[src/rtl/pxcap_pkg.sv]
package pxcap_pkg;
  localparam int FS_FIELD_W = 12;
  localparam int FS_W_LSB   = 0;
  localparam int FS_H_LSB   = 16;

  function automatic logic [FS_FIELD_W-1:0] fs_width_m1(input logic [31:0] word);
    return word[FS_W_LSB +: FS_FIELD_W];
  endfunction

  function automatic logic [FS_FIELD_W-1:0] fs_height_m1(input logic [31:0] word);
    return word[FS_H_LSB +: FS_FIELD_W];
  endfunction
endpackage

[src/rtl/pxcap_edge.sv]
module pxcap_edge (
  input  logic clk,
  input  logic rst_n,
  input  logic sig_in,
  input  logic pol,
  output logic active,
  output logic rise
);
  logic prev;

  // Both stages reset to the active level so a sync held active at reset is no edge.
  always_ff @(posedge clk) begin
    if (!rst_n) begin
      active <= 1'b1;
      prev   <= 1'b1;
    end else begin
      active <= sig_in ^ pol;
      prev   <= active;
    end
  end

  assign rise = active & ~prev;
endmodule

[src/rtl/pxcap_ctrl.sv]
module pxcap_ctrl
  import pxcap_pkg::*;
#(
  parameter int CNT_W = FS_FIELD_W
) (
  input  logic        clk,
  input  logic        rst_n,
  input  logic [31:0] cfg_frame_size,
  input  logic        vs_rise,
  input  logic        hs_rise,
  input  logic        den_ok,
  output logic        acc,
  output logic        acc_sof,
  output logic        acc_eol,
  output logic        ovr
);
  localparam int LC_W = CNT_W + 1;

  logic [CNT_W-1:0] w_m1, h_m1;
  logic             armed, armed_n;
  logic             act, act_b, act_e;
  logic [CNT_W-1:0] pcnt, pcnt_e;
  logic [LC_W-1:0]  lcnt, lcnt_b;
  logic             sofp, sofp_b;
  logic             hs_take, ovr_evt;

  assign w_m1 = CNT_W'(fs_width_m1(cfg_frame_size));
  assign h_m1 = CNT_W'(fs_height_m1(cfg_frame_size));

  always_comb begin
    armed_n = armed | vs_rise;
    act_b   = vs_rise ? 1'b0 : act;
    lcnt_b  = vs_rise ? '0 : lcnt;
    sofp_b  = vs_rise | sofp;
    hs_take = hs_rise & armed_n & (lcnt_b <= {1'b0, h_m1});
    ovr_evt = hs_take & act_b;
    act_e   = hs_take | act_b;
    pcnt_e  = hs_take ? '0 : pcnt;
    acc     = act_e & den_ok;
    acc_sof = acc & sofp_b;
    acc_eol = acc & (pcnt_e == w_m1);
  end

  always_ff @(posedge clk) begin
    if (!rst_n) begin
      armed <= 1'b0;
      act   <= 1'b0;
      pcnt  <= '0;
      lcnt  <= '0;
      sofp  <= 1'b0;
      ovr   <= 1'b0;
    end else begin
      armed <= armed_n;
      act   <= act_e & ~acc_eol;
      pcnt  <= acc ? pcnt_e + 1'b1 : pcnt_e;
      lcnt  <= lcnt_b + LC_W'(hs_take);
      sofp  <= sofp_b & ~acc;
      ovr   <= ovr | ovr_evt;
    end
  end

  p_overrun_sticky_r8: assert property (@(posedge clk) disable iff (!rst_n)
    ovr |=> ovr);
  p_idle_unarmed_r7: assert property (@(posedge clk) disable iff (!rst_n)
    (!armed && !vs_rise) |-> !acc);
  p_no_line_unarmed_r7: assert property (@(posedge clk) disable iff (!rst_n)
    !armed |-> !act);
endmodule

[src/rtl/pxcap_top.sv]
module pxcap_top
  import pxcap_pkg::*;
#(
  parameter int DATA_W = 16
) (
  input  logic              clk,
  input  logic              rst_n,
  input  logic [31:0]       cfg_frame_size,
  input  logic              cfg_den_pol,
  input  logic              cfg_vs_pol,
  input  logic              cfg_hs_pol,
  input  logic              vsync_in,
  input  logic              hsync_in,
  input  logic              den_in,
  input  logic [DATA_W-1:0] pix_in,
  output logic              out_valid,
  output logic [DATA_W-1:0] out_data,
  output logic              out_sof,
  output logic              out_eol,
  output logic              overrun
);
  localparam int N_SYNC = 2;
  localparam int S_VS   = 0;
  localparam int S_HS   = 1;

  logic [N_SYNC-1:0] sync_raw, sync_pol, sync_act, sync_rise;
  logic              den_q, den_ok;
  logic [DATA_W-1:0] pix_q;
  logic              acc, acc_sof, acc_eol, ovr;

  assign sync_raw = {hsync_in, vsync_in};
  assign sync_pol = {cfg_hs_pol, cfg_vs_pol};

  for (genvar g = 0; g < N_SYNC; g++) begin : g_sync
    pxcap_edge u_edge (
      .clk    (clk),
      .rst_n  (rst_n),
      .sig_in (sync_raw[g]),
      .pol    (sync_pol[g]),
      .active (sync_act[g]),
      .rise   (sync_rise[g])
    );
  end

  always_ff @(posedge clk) begin
    if (!rst_n) begin
      den_q <= 1'b0;
      pix_q <= '0;
    end else begin
      den_q <= den_in;
      pix_q <= pix_in;
    end
  end

  assign den_ok = den_q ^ cfg_den_pol;

  pxcap_ctrl u_ctrl (
    .clk            (clk),
    .rst_n          (rst_n),
    .cfg_frame_size (cfg_frame_size),
    .vs_rise        (sync_rise[S_VS]),
    .hs_rise        (sync_rise[S_HS]),
    .den_ok         (den_ok),
    .acc            (acc),
    .acc_sof        (acc_sof),
    .acc_eol        (acc_eol),
    .ovr            (ovr)
  );

  always_ff @(posedge clk) begin
    if (!rst_n) begin
      out_valid <= 1'b0;
      out_data  <= '0;
      out_sof   <= 1'b0;
      out_eol   <= 1'b0;
    end else begin
      out_valid <= acc;
      out_data  <= pix_q;
      out_sof   <= acc_sof;
      out_eol   <= acc_eol;
    end
  end

  assign overrun = ovr;

  p_sof_needs_valid_r6: assert property (@(posedge clk) disable iff (!rst_n)
    out_sof |-> out_valid);
  p_eol_needs_valid_r3: assert property (@(posedge clk) disable iff (!rst_n)
    out_eol |-> out_valid);
  p_den_gate_r4: assert property (@(posedge clk) disable iff (!rst_n)
    acc |-> den_ok);
  p_line_needs_edge_r2: assert property (@(posedge clk) disable iff (!rst_n)
    (sync_act[S_HS] && $past(sync_act[S_HS]) && !out_valid && !acc) |-> !sync_rise[S_HS]);
endmodule

[config.mk]
export PLATFORM = sky130hd
export DESIGN_NAME = pxcap_top
export DESIGN_NICKNAME = d
export VERILOG_FILES = /design/src/rtl/pxcap_pkg.sv /design/src/rtl/pxcap_edge.sv /design/src/rtl/pxcap_ctrl.sv /design/src/rtl/pxcap_top.sv
export SDC_FILE = /design/constraint.sdc
export NUM_CORES = 1
export LEC_CHECK = 0
export BUFFER_PORTS_ARGS = -buffer_cell sky130_fd_sc_hd__buf_4
export CORE_MARGIN = 4
export CORE_UTILIZATION = 50
export DETAILED_ROUTE_END_ITERATION = 10
export PLACE_DENSITY = 0.76
export SYNTH_ARGS = -nofsm -noshare
export SYNTH_HDL_FRONTEND = slang
export SYNTH_SLANG_ARGS = --single-unit
[constraint.sdc]
create_clock -name clk -period 8.1 [get_ports clk]
set_input_delay 1.62 -clock clk [delete_from_list [all_inputs] [get_ports clk]]
set_output_delay 1.62 -clock clk [all_outputs]
set_load 0.05 [all_outputs]
# Word level (Yosys, flattened, before mapping)
# Cells that the tools add are included.
totals:
  ff_bits: 69
  input_bits: 56
  word_cells: 45
classes:
  add_sub_neg: 2
  n_lt_le_gt_ge: 1
  eq_ne: 1
  mux: 4
  n_bitwise: 21
op_table:
  columns: ["op", "count"]
  rows:
  - ["$mux 12", 2]
  - ["$add 13x1->13", 1]
  - ["$le 13x12->1", 1]
  - ["$mux 13", 1]
  - ["$add 12x1->12 const B", 1]
  - ["$eq 12x12->1", 1]
  - ["$and 1x1->1", 10]
  - ["$not 1->1", 4]
  - ["$or 1x1->1", 4]
  - ["$xor 1x1->1", 3]
  - ["$mux 1", 1]

# Depth between registers and ports, before layout
# Gate-level depths: netlist (run 1).
depth:
  word_depth: 10
  depth_mapped: 20
  ltp_nobuf: 18

# By module
# A second synthesis (run 1) with hierarchy kept.
unflattened:
  hier_cells: 345
  hier_area_um2: 3219.3
modules_own_cells:
  columns: ["module", "instances", "cells_per_inst", "area_each_um2", "seq_area_each_um2"]
  rows:
  - ["pxcap_ctrl", 1, 257, 2074.5, 580.6]
  - ["pxcap_top", 1, 76, 1014.7, 720.7]
  - ["pxcap_edge", 2, 6, 65.1, 40.0]

# Least setup slack after synthesis (run 1)
# OpenSTA, ideal clock, no wires.
synth_path:
  path_kind: "input -> register"
  from: "input port cfg_frame_size[27]"
  to: "register u_ctrl.lcnt[12]"
  setup_time_ns: 0.121
  arrival_ns: 4.602
  setup_slack_ns: 3.377
  cell_stages: 17
  n_path_buf: 1
  path_cell_list: "inv_1 -> ha_1 -> nand3_1 -> a211oi_1 -> a21bo_1 -> or4_4 -> a21oi_4 -> inv_2 -> buf_2 -> ha_1 -> nand4_1 -> nor2_1 -> and3_1 -> and2_1 -> nand4_1 -> xor2_1 -> nor2_1"
synth_via:
  elab_chain_len: 3
synth_rtl:
  columns: ["element", "line_no", "rtl"]
  rows:
  - ["start, declared", "pxcap_top.sv:8", "input logic [31:0] cfg_frame_size,"]
  - ["$le 13x12->1", "pxcap_ctrl.sv:35", "hs_take = hs_rise & armed_n & (lcnt_b <= {1'b0, h_m1});"]
  - ["$and 1x1->1", "pxcap_ctrl.sv:35", null]
  - ["$add 13x1->13", "pxcap_ctrl.sv:56", "lcnt <= lcnt_b + LC_W'(hs_take);"]
  - ["end signal, assigned", "pxcap_ctrl.sv:56", null]
  - ["end, declared", "pxcap_ctrl.sv:23", "logic [LC_W-1:0] lcnt, lcnt_b;"]
# No other way between the ends.
# A chain may end at the register's enable or synchronous reset.

# Worst setup path in the final report (run 1)
layout_path:
  from: "input port cfg_frame_size[23]"
  to: "register u_ctrl.lcnt[11]"
# The elaborated chain is that of the path after synthesis.

==> results of run 1 <==
kinds of logic (layout without fill, tap and decap cells):
family,count (synthesis),count (layout),share of synthesized area [%]
multiplexers,1,1,0.324
AO/OA/AOI/OAI,48,48,10.7
flip-flops,69,69,44.7
buffers and inverters,32,106,3.93
XOR/XNOR,29,29,8.22
adder cells (fa/ha/maj),11,11,4.45
AND/OR/NAND/NOR,156,156,27.7
cells in the final DEF (no fill, tap or decap), types with 6 or more instances in the layout:
cell / synthesis / routed
nand4_1: 6 / 6
a21oi_1: 12 / 12
nor3_1: 6 / 6
xnor2_1: 16 / 16
dfxtp_1: 69 / 69
ha_1: 11 / 11
clkbuf_8: 0 / 10
xor2_1: 13 / 13
nand2_1: 21 / 21
buf_4: 0 / 67
o21ai_0: 10 / 10
nor2_1: 37 / 37
and2_1: 43 / 43
inv_1: 22 / 22
nand3_1: 13 / 13
layer usage:
| metal | up-vias | global-route usage (%) |
|---|---|---|
| met5 | - | 0 |
| met4 | 0 | 7.08 |
| met3 | 8 | 5.61 |
| met2 | 63 | 33.9 |
| met1 | 1189 | 20.4 |
| li1 | 1300 | - |
synth_stat cells, drive strengths merged (2+ instances only):
cell	number
and3	4
dfxtp	69
clkbuf	7
xor2	13
o21ai	11
a211oi	5
and2	43
inv	23
a31oi	3
or3	2
or2	2
nand2b	5
nand4	6
nand2	21
o221ai	2
ha	11
a2111oi	2
nor4bb	2
xnor2	16
a21o	2
a21oi	13
o22ai	3
nand3	13
nor2	38
nor3b	2
nor2b	3
nor3	10
a211o	2
power groups by stage:
stage	Combinational [mW]	Sequential [mW]	Clock, mW
final	0.0664	0.352	0.311
after global routing	0.0732	0.353	0.333
after CTS	0.0672	0.352	0.317
after detailed placement	0.0669	0.360	0
after global placement	0.0657	0.360	0
after floorplan	0.0245	0.371	0
registers in the layout, indices dropped and copies added (netlist names):
name / cells
den_q: 1
g_sync.u_edge.active: 2
g_sync.u_edge.prev: 2
out_data: 16
out_eol: 1
out_sof: 1
out_valid: 1
pix_q: 16
u_ctrl.act: 1
u_ctrl.armed: 1
u_ctrl.lcnt: 13
u_ctrl.ovr: 1
u_ctrl.pcnt: 12
u_ctrl.sofp: 1
worst max-delay path, stage by stage:
cell       delay (ps)
buf_4              80
inv_1              30
ha_1              320
and3_1            180
nand3_1           100
a2111oi_0         110
a211oi_1          570
a21oi_4           220
inv_2             300
ha_1              310
nand4_1           170
nor2_1            300
and3_1            250
and2_1            200
nand3_1           120
xnor2_1           140
and2_1            140
cell type report:
class                           instances  area, um^2  area share (%)
Multi-Input combinational cell        245        1590            40.9
Sequential cell                        69        1380            35.6
Tap cell                               75        93.8            2.42
Inverter                               24        90.1            2.32
Clock inverter                          5        85.1            2.19
Timing Repair Buffer                   67         503            13.0
Clock buffer                           10         138            3.55
path summary, 6_finish.rpt:
check                                                   startpoint                         end  depth (start not counted)
worst max-delay path                            cfg_frame_size[23]  u_ctrl.lcnt[11]$_SDFF_PN0_                         17
worst min-delay path                           pix_q[2]$_SDFF_PN0_      out_data[2]$_SDFF_PN0_                          1
worst max register to register  g_sync[0].u_edge.active$_SDFF_PN1_  u_ctrl.lcnt[11]$_SDFF_PN0_                         17
worst min register to register                 pix_q[2]$_SDFF_PN0_      out_data[2]$_SDFF_PN0_                          1
==> results.ini, run 1 <==
[synthesis]
ys_warn_count=0
async_reset_ff_share_pct=0
synthesis.area_um2=3090
yosysTopAreaCell=dfxtp_1
synthTopCellsByArea=dfxtp_1 (45%), and2_1 (8.7%), xnor2_1 (4.5%)
syn_area_per_cell_um2=8.93
synth_top_area_share_pct=44.7
synthFlopType=dfxtp_1
seq_area_frac_synth_pct=44.7
synth_cells=346
synth_cell_types=48
synth_edf_count=0
syn_nets=413
synth-seq-cells=69

[worst_setup_path]
worstSetupEndpointType=flip-flop
required_ps=8330
startpoint_type=input pin
worstPathArrival_ps=5180
cp_max_fo=13
ff2ff_setup_slack_ps=3750
path_class=input pin to flip-flop

[grt]
grt_pass1_wl_um=11100
grt_pass1_vias=2571
grt_antenna_before_repair=0
overflow=0
grt_usage_pct=18.7
grt_max_degree=45

[final_layout]
fillers=552
final_util_pct=65.1
drive_gt1_share_pct=22.9
nets=483
area_growth_syn_to_layout_pct=25.5
final_cell_area_um2=3880
antenna_cells=0
final_cells=495

[pwr]
switching_share_pct=23.1
leakage_nw=1.69
powerDensity_nw_per_um2=188
pwr-share-comb_pct=9.1
power.internal_uw=561
ir_worst_vdd_mv=0.135
power_frac_clock_pct=42.6
switching_power_uw=168
fin_total_pwr_uw=729
seqPwrFrac_pct=48.3

[route]
drc=0
wl_met1_um=2570
top_layer=met4
finalWirelength_um=6490
wl_per_cell_um=13.1
met3_length_um=402
route.met2.wl_um=3440
postRouteAntennaNets=0
drtIter0Drc=104
dr.pass1.iters=4
vias_per_cell=5.17
route.vias.total=2560

[clock_network]
h-tree-depth=3
postCtsResizedCells=0
cts_sinks=69
cts_root_buf=clkbuf_8
post_cts_buffers=0
clk_latency_ps=340
ctsLongestPathBuffers=2
tritoncts=done
numCtsBuffers=9
clk_pin_slew_worst_paths_ps=70
hold_buffers=0

[sta]
slew_viol_final=0
fin_crit_ps=4940
min_period_over_period_pct=61.0
finalHoldViolations=0
fin_skew_ps=4.32
rsz0062_at_grt=no
setup_viol=0
tightest_slew_ps=700
setup_ws_ps=3160
finalSetupTns_ps=0
holdWs_ps=434
relSlewSlack_pct=53.1
max_freq_mhz=202

[hold_path]
holdCritPathClass=flip-flop to flip-flop

[floorplan]
die_area_um2=7500
die_x_um=86.6
core_area_um2=5960
die_y_um=86.6
rows=28
initial_core_util_pct=51.9
io_pins=76

[placement]
port_buffers=67
place_area_um2=3660
dpl.hpwl_um=4840
dp_slack_ps=2820
place_congestion=0.807
dp_cells=480

[job]
cap_violations=0

[run_status]
status=completed

Note: power is estimated with default switching activity, not from simulation.
==> inputs of run 2 (changes only) <==
==> constraint.sdc (replaced) <==
create_clock -name clk -period 4.6 [get_ports clk]
set_input_delay 0.92 -clock clk [delete_from_list [all_inputs] [get_ports clk]]
set_output_delay 0.92 -clock clk [all_outputs]
set_load 0.05 [all_outputs]
==> run 2 against run 1 <==
  * Sequential power rose by 76%
  * Largest cell class unchanged
  * Worst setup slack got worse by 2500 ps
  * Clock-buffer cell count up 1
  * Flip-flop and latch count did not move
  * Routed wire length grew 0.15%
  * Non-clock buffer count grew 2
  * Clock power increased by 59%
  * Critical path type is now flip-flop to flip-flop
  * Clock skew hardly changed
==> results.ini, run 2 (synthesized netlist as in run 1, its figures left out) <==
[pwr]
powerDensity_nw_per_um2=318  ; +69%
leakage_nw=1.69  ; -0.18%
seqPwrFrac_pct=50.4  ; +2.1 points
ir_worst_vdd_mv=0.235  ; +74%
power.internal_uw=935  ; +67%
switching_power_uw=296  ; +76%
switching_share_pct=24.1  ; +0.95 points
pwr-share-comb_pct=9.6  ; +0.5 points
power_frac_clock_pct=40.0  ; -2.6 points

[grt]
overflow=0  ; unchanged
grt_antenna_before_repair=0  ; unchanged
grt_pass1_vias=2504  ; -2.6%
grt_usage_pct=18.4  ; -0.27 points
grt_pass1_wl_um=11000  ; -1.2%
grt_max_degree=45  ; unchanged

[final_layout]
antenna_cells=0  ; unchanged
nets=485  ; +0.41%
biggestRegsByFlops=out_data: 16 flops, pix_q: 16 flops, u_ctrl.lcnt: 13 flops
final_cell_mix=dfxtp_1 (69), buf_4 (69), and2_1 (43)
area_growth_syn_to_layout_pct=25.3
drive_gt1_share_pct=23.2  ; +0.31 points
final_cell_area_um2=3870  ; -0.19%

[sta]
min_period_over_period_pct=84.7
finalSetupTns_ps=0  ; unchanged
setup_viol=0  ; unchanged
finalHoldViolations=0  ; unchanged
fin_crit_ps=3890
fin_skew_ps=4.01  ; -0.306 ps
max_freq_mhz=257
tightest_slew_ps=627  ; -72.7 ps
slew_viol_final=0  ; unchanged
rsz0062_at_grt=no
relSlewSlack_pct=58.0  ; +4.9 points

[route]
route.vias.total=2549  ; -0.43%
dr.pass1.iters=4  ; unchanged
drc=0  ; unchanged
wl_per_cell_um=13.1  ; -0.45%
drtIter0Drc=113  ; +8.7%
vias_per_cell=5.12  ; -1.0%
finalWirelength_um=6500  ; +0.15%
postRouteAntennaNets=0  ; unchanged

[floorplan]
die_area_um2=7500  ; unchanged
die_x_um=86.6  ; unchanged
rows=28  ; unchanged
initial_core_util_pct=51.9  ; unchanged
core_area_um2=5960  ; unchanged
io_pins=76  ; unchanged
die_y_um=86.6  ; unchanged

[clock_network]
cts_sinks=69  ; unchanged
cts_root_buf=clkbuf_8
clk_pin_slew_worst_paths_ps=70  ; about the same
h-tree-depth=3  ; unchanged
post_cts_buffers=0  ; unchanged
tritoncts=done
hold_buffers=0  ; unchanged
clk_latency_ps=340  ; about the same
numCtsBuffers=9  ; unchanged
postCtsResizedCells=0  ; unchanged
ctsLongestPathBuffers=2  ; unchanged

[worst_setup_path]
startpoint_type=flip-flop
rr_worst_depth=17  ; unchanged
crit_top_cell=and2_1
endpoint=u_ctrl.lcnt[11]$_SDFF_PN0_
worstPathArrival_ps=4130  ; -1050 ps
required_ps=4840  ; -3490 ps
r2r-end=u_ctrl.lcnt[11]$_SDFF_PN0_
path_class=flip-flop to flip-flop
cp_max_fo=22  ; +9
crit_slowest_cell=a211oi_1
crit_chain=nand2b_4 -> and2_1 -> ha_1 -> and3_1 -> nand3_1 -> a2111oi_0 -> a211oi_1 -> a21oi_4 -> inv_2 -> ha_1 -> nand4_1 -> nor2_1 -> and3_1 -> and2_1 -> nand3_1 -> xnor2_1 -> and2_1
startpoint=g_sync[0].u_edge.active$_SDFF_PN1_
ff2ff_setup_slack_ps=710  ; -3040 ps
worstSetupEndpointType=flip-flop
r2r-start=g_sync[0].u_edge.active$_SDFF_PN1_
crit_path_max_incr_delay_ps=520  ; -50 ps

[hold_path]
holdCritPathClass=flip-flop to flip-flop

[placement]
place_congestion=0.808  ; +0.14%
place_area_um2=3670  ; +0.41%
dpl.hpwl_um=4790  ; -1.0%
port_buffers=67  ; unchanged

[job]
cap_violations=0  ; unchanged

[run_status]
status=completed

[run 2: cell count changes in the layout (fill, tap and decap cells not counted), sizes merged]
| cell | before | now |
|---|---|---|
| clkinvlp | 1 | 2 |
| buf | 67 | 69 |
| clkbuf | 10 | 11 |
| clkinv | 3 | 2 |
| inv | 23 | 24 |
| bufinv | 2 | 1 |
[run 2: worst min path at each step]
stage,from,endpoint,slack (ps),depth (start not counted)
after global routing,pix_q[14]$_SDFF_PN0_,out_data[14]$_SDFF_PN0_,440,1
after detailed placement,pix_q[1]$_SDFF_PN0_,out_data[1]$_SDFF_PN0_,420,1
final,pix_q[10]$_SDFF_PN0_,out_data[10]$_SDFF_PN0_,430,1
after floorplan,pix_q[0]$_SDFF_PN0_,out_data[0]$_SDFF_PN0_,410,1
after global placement,pix_q[8]$_SDFF_PN0_,out_data[8]$_SDFF_PN0_,410,1
after CTS,pix_q[4]$_SDFF_PN0_,out_data[4]$_SDFF_PN0_,430,1
[run 2: layout make-up]
class | instances | area [um^2]
Timing Repair Buffer | 69 | 518
Clock inverter | 5 | 58.8
Tap cell | 75 | 93.8
Clock buffer | 11 | 141
Multi-Input combinational cell | 245 | 1590
Inverter | 24 | 90.1
Fill cell | 523 | 2080
Sequential cell | 69 | 1380
[run 2: metal layers]
| metal | up-vias | global-route usage [%] | wire, um |
|---|---|---|---|
| met2 | 58 | 31.4 | 3210 |
| met1 | 1168 | 21.7 | 2850 |
| met4 | 0 | 9.07 | 126 |
| met5 | - | 0 | 0 |
| met3 | 13 | 4.37 | 313 |
| li1 | 1310 | - | - |
[run 2: per-stage QoR]
stage	std cells	setup WS, ps	hold slack (ps)	utilization, %	power [mW]
after floorplan	346	535	412	-	0.696
after global placement	482	586	413	61.6	0.749
after detailed placement	482	509	417	61.6	0.752
after CTS	498	740	435	65.0	1.25
after global routing	498	418	444	65.0	1.28
final	498	706	433	65.0	1.23
[run 2: critical path, delay by kind of cell (launching register included)]
family,cells,cell delay [ps]
AND/OR/NAND/NOR,10,1880
buffers and inverters,1,80
AO/OA/AOI/OAI,3,730
adder cells (fa/ha/maj),2,570
XOR/XNOR,1,130
flip-flops,1,390
[run 2: power by group through the flow]
stage	Sequential [mW]	Clock, mW	Combinational (mW)
2_1_floorplan	0.653	0	0.0431
4_1_cts	0.620	0.506	0.119
6_report	0.620	0.493	0.118
3_5_place_dp	0.634	0	0.118
3_3_place_gp	0.633	0	0.116
5_1_grt	0.622	0.533	0.130
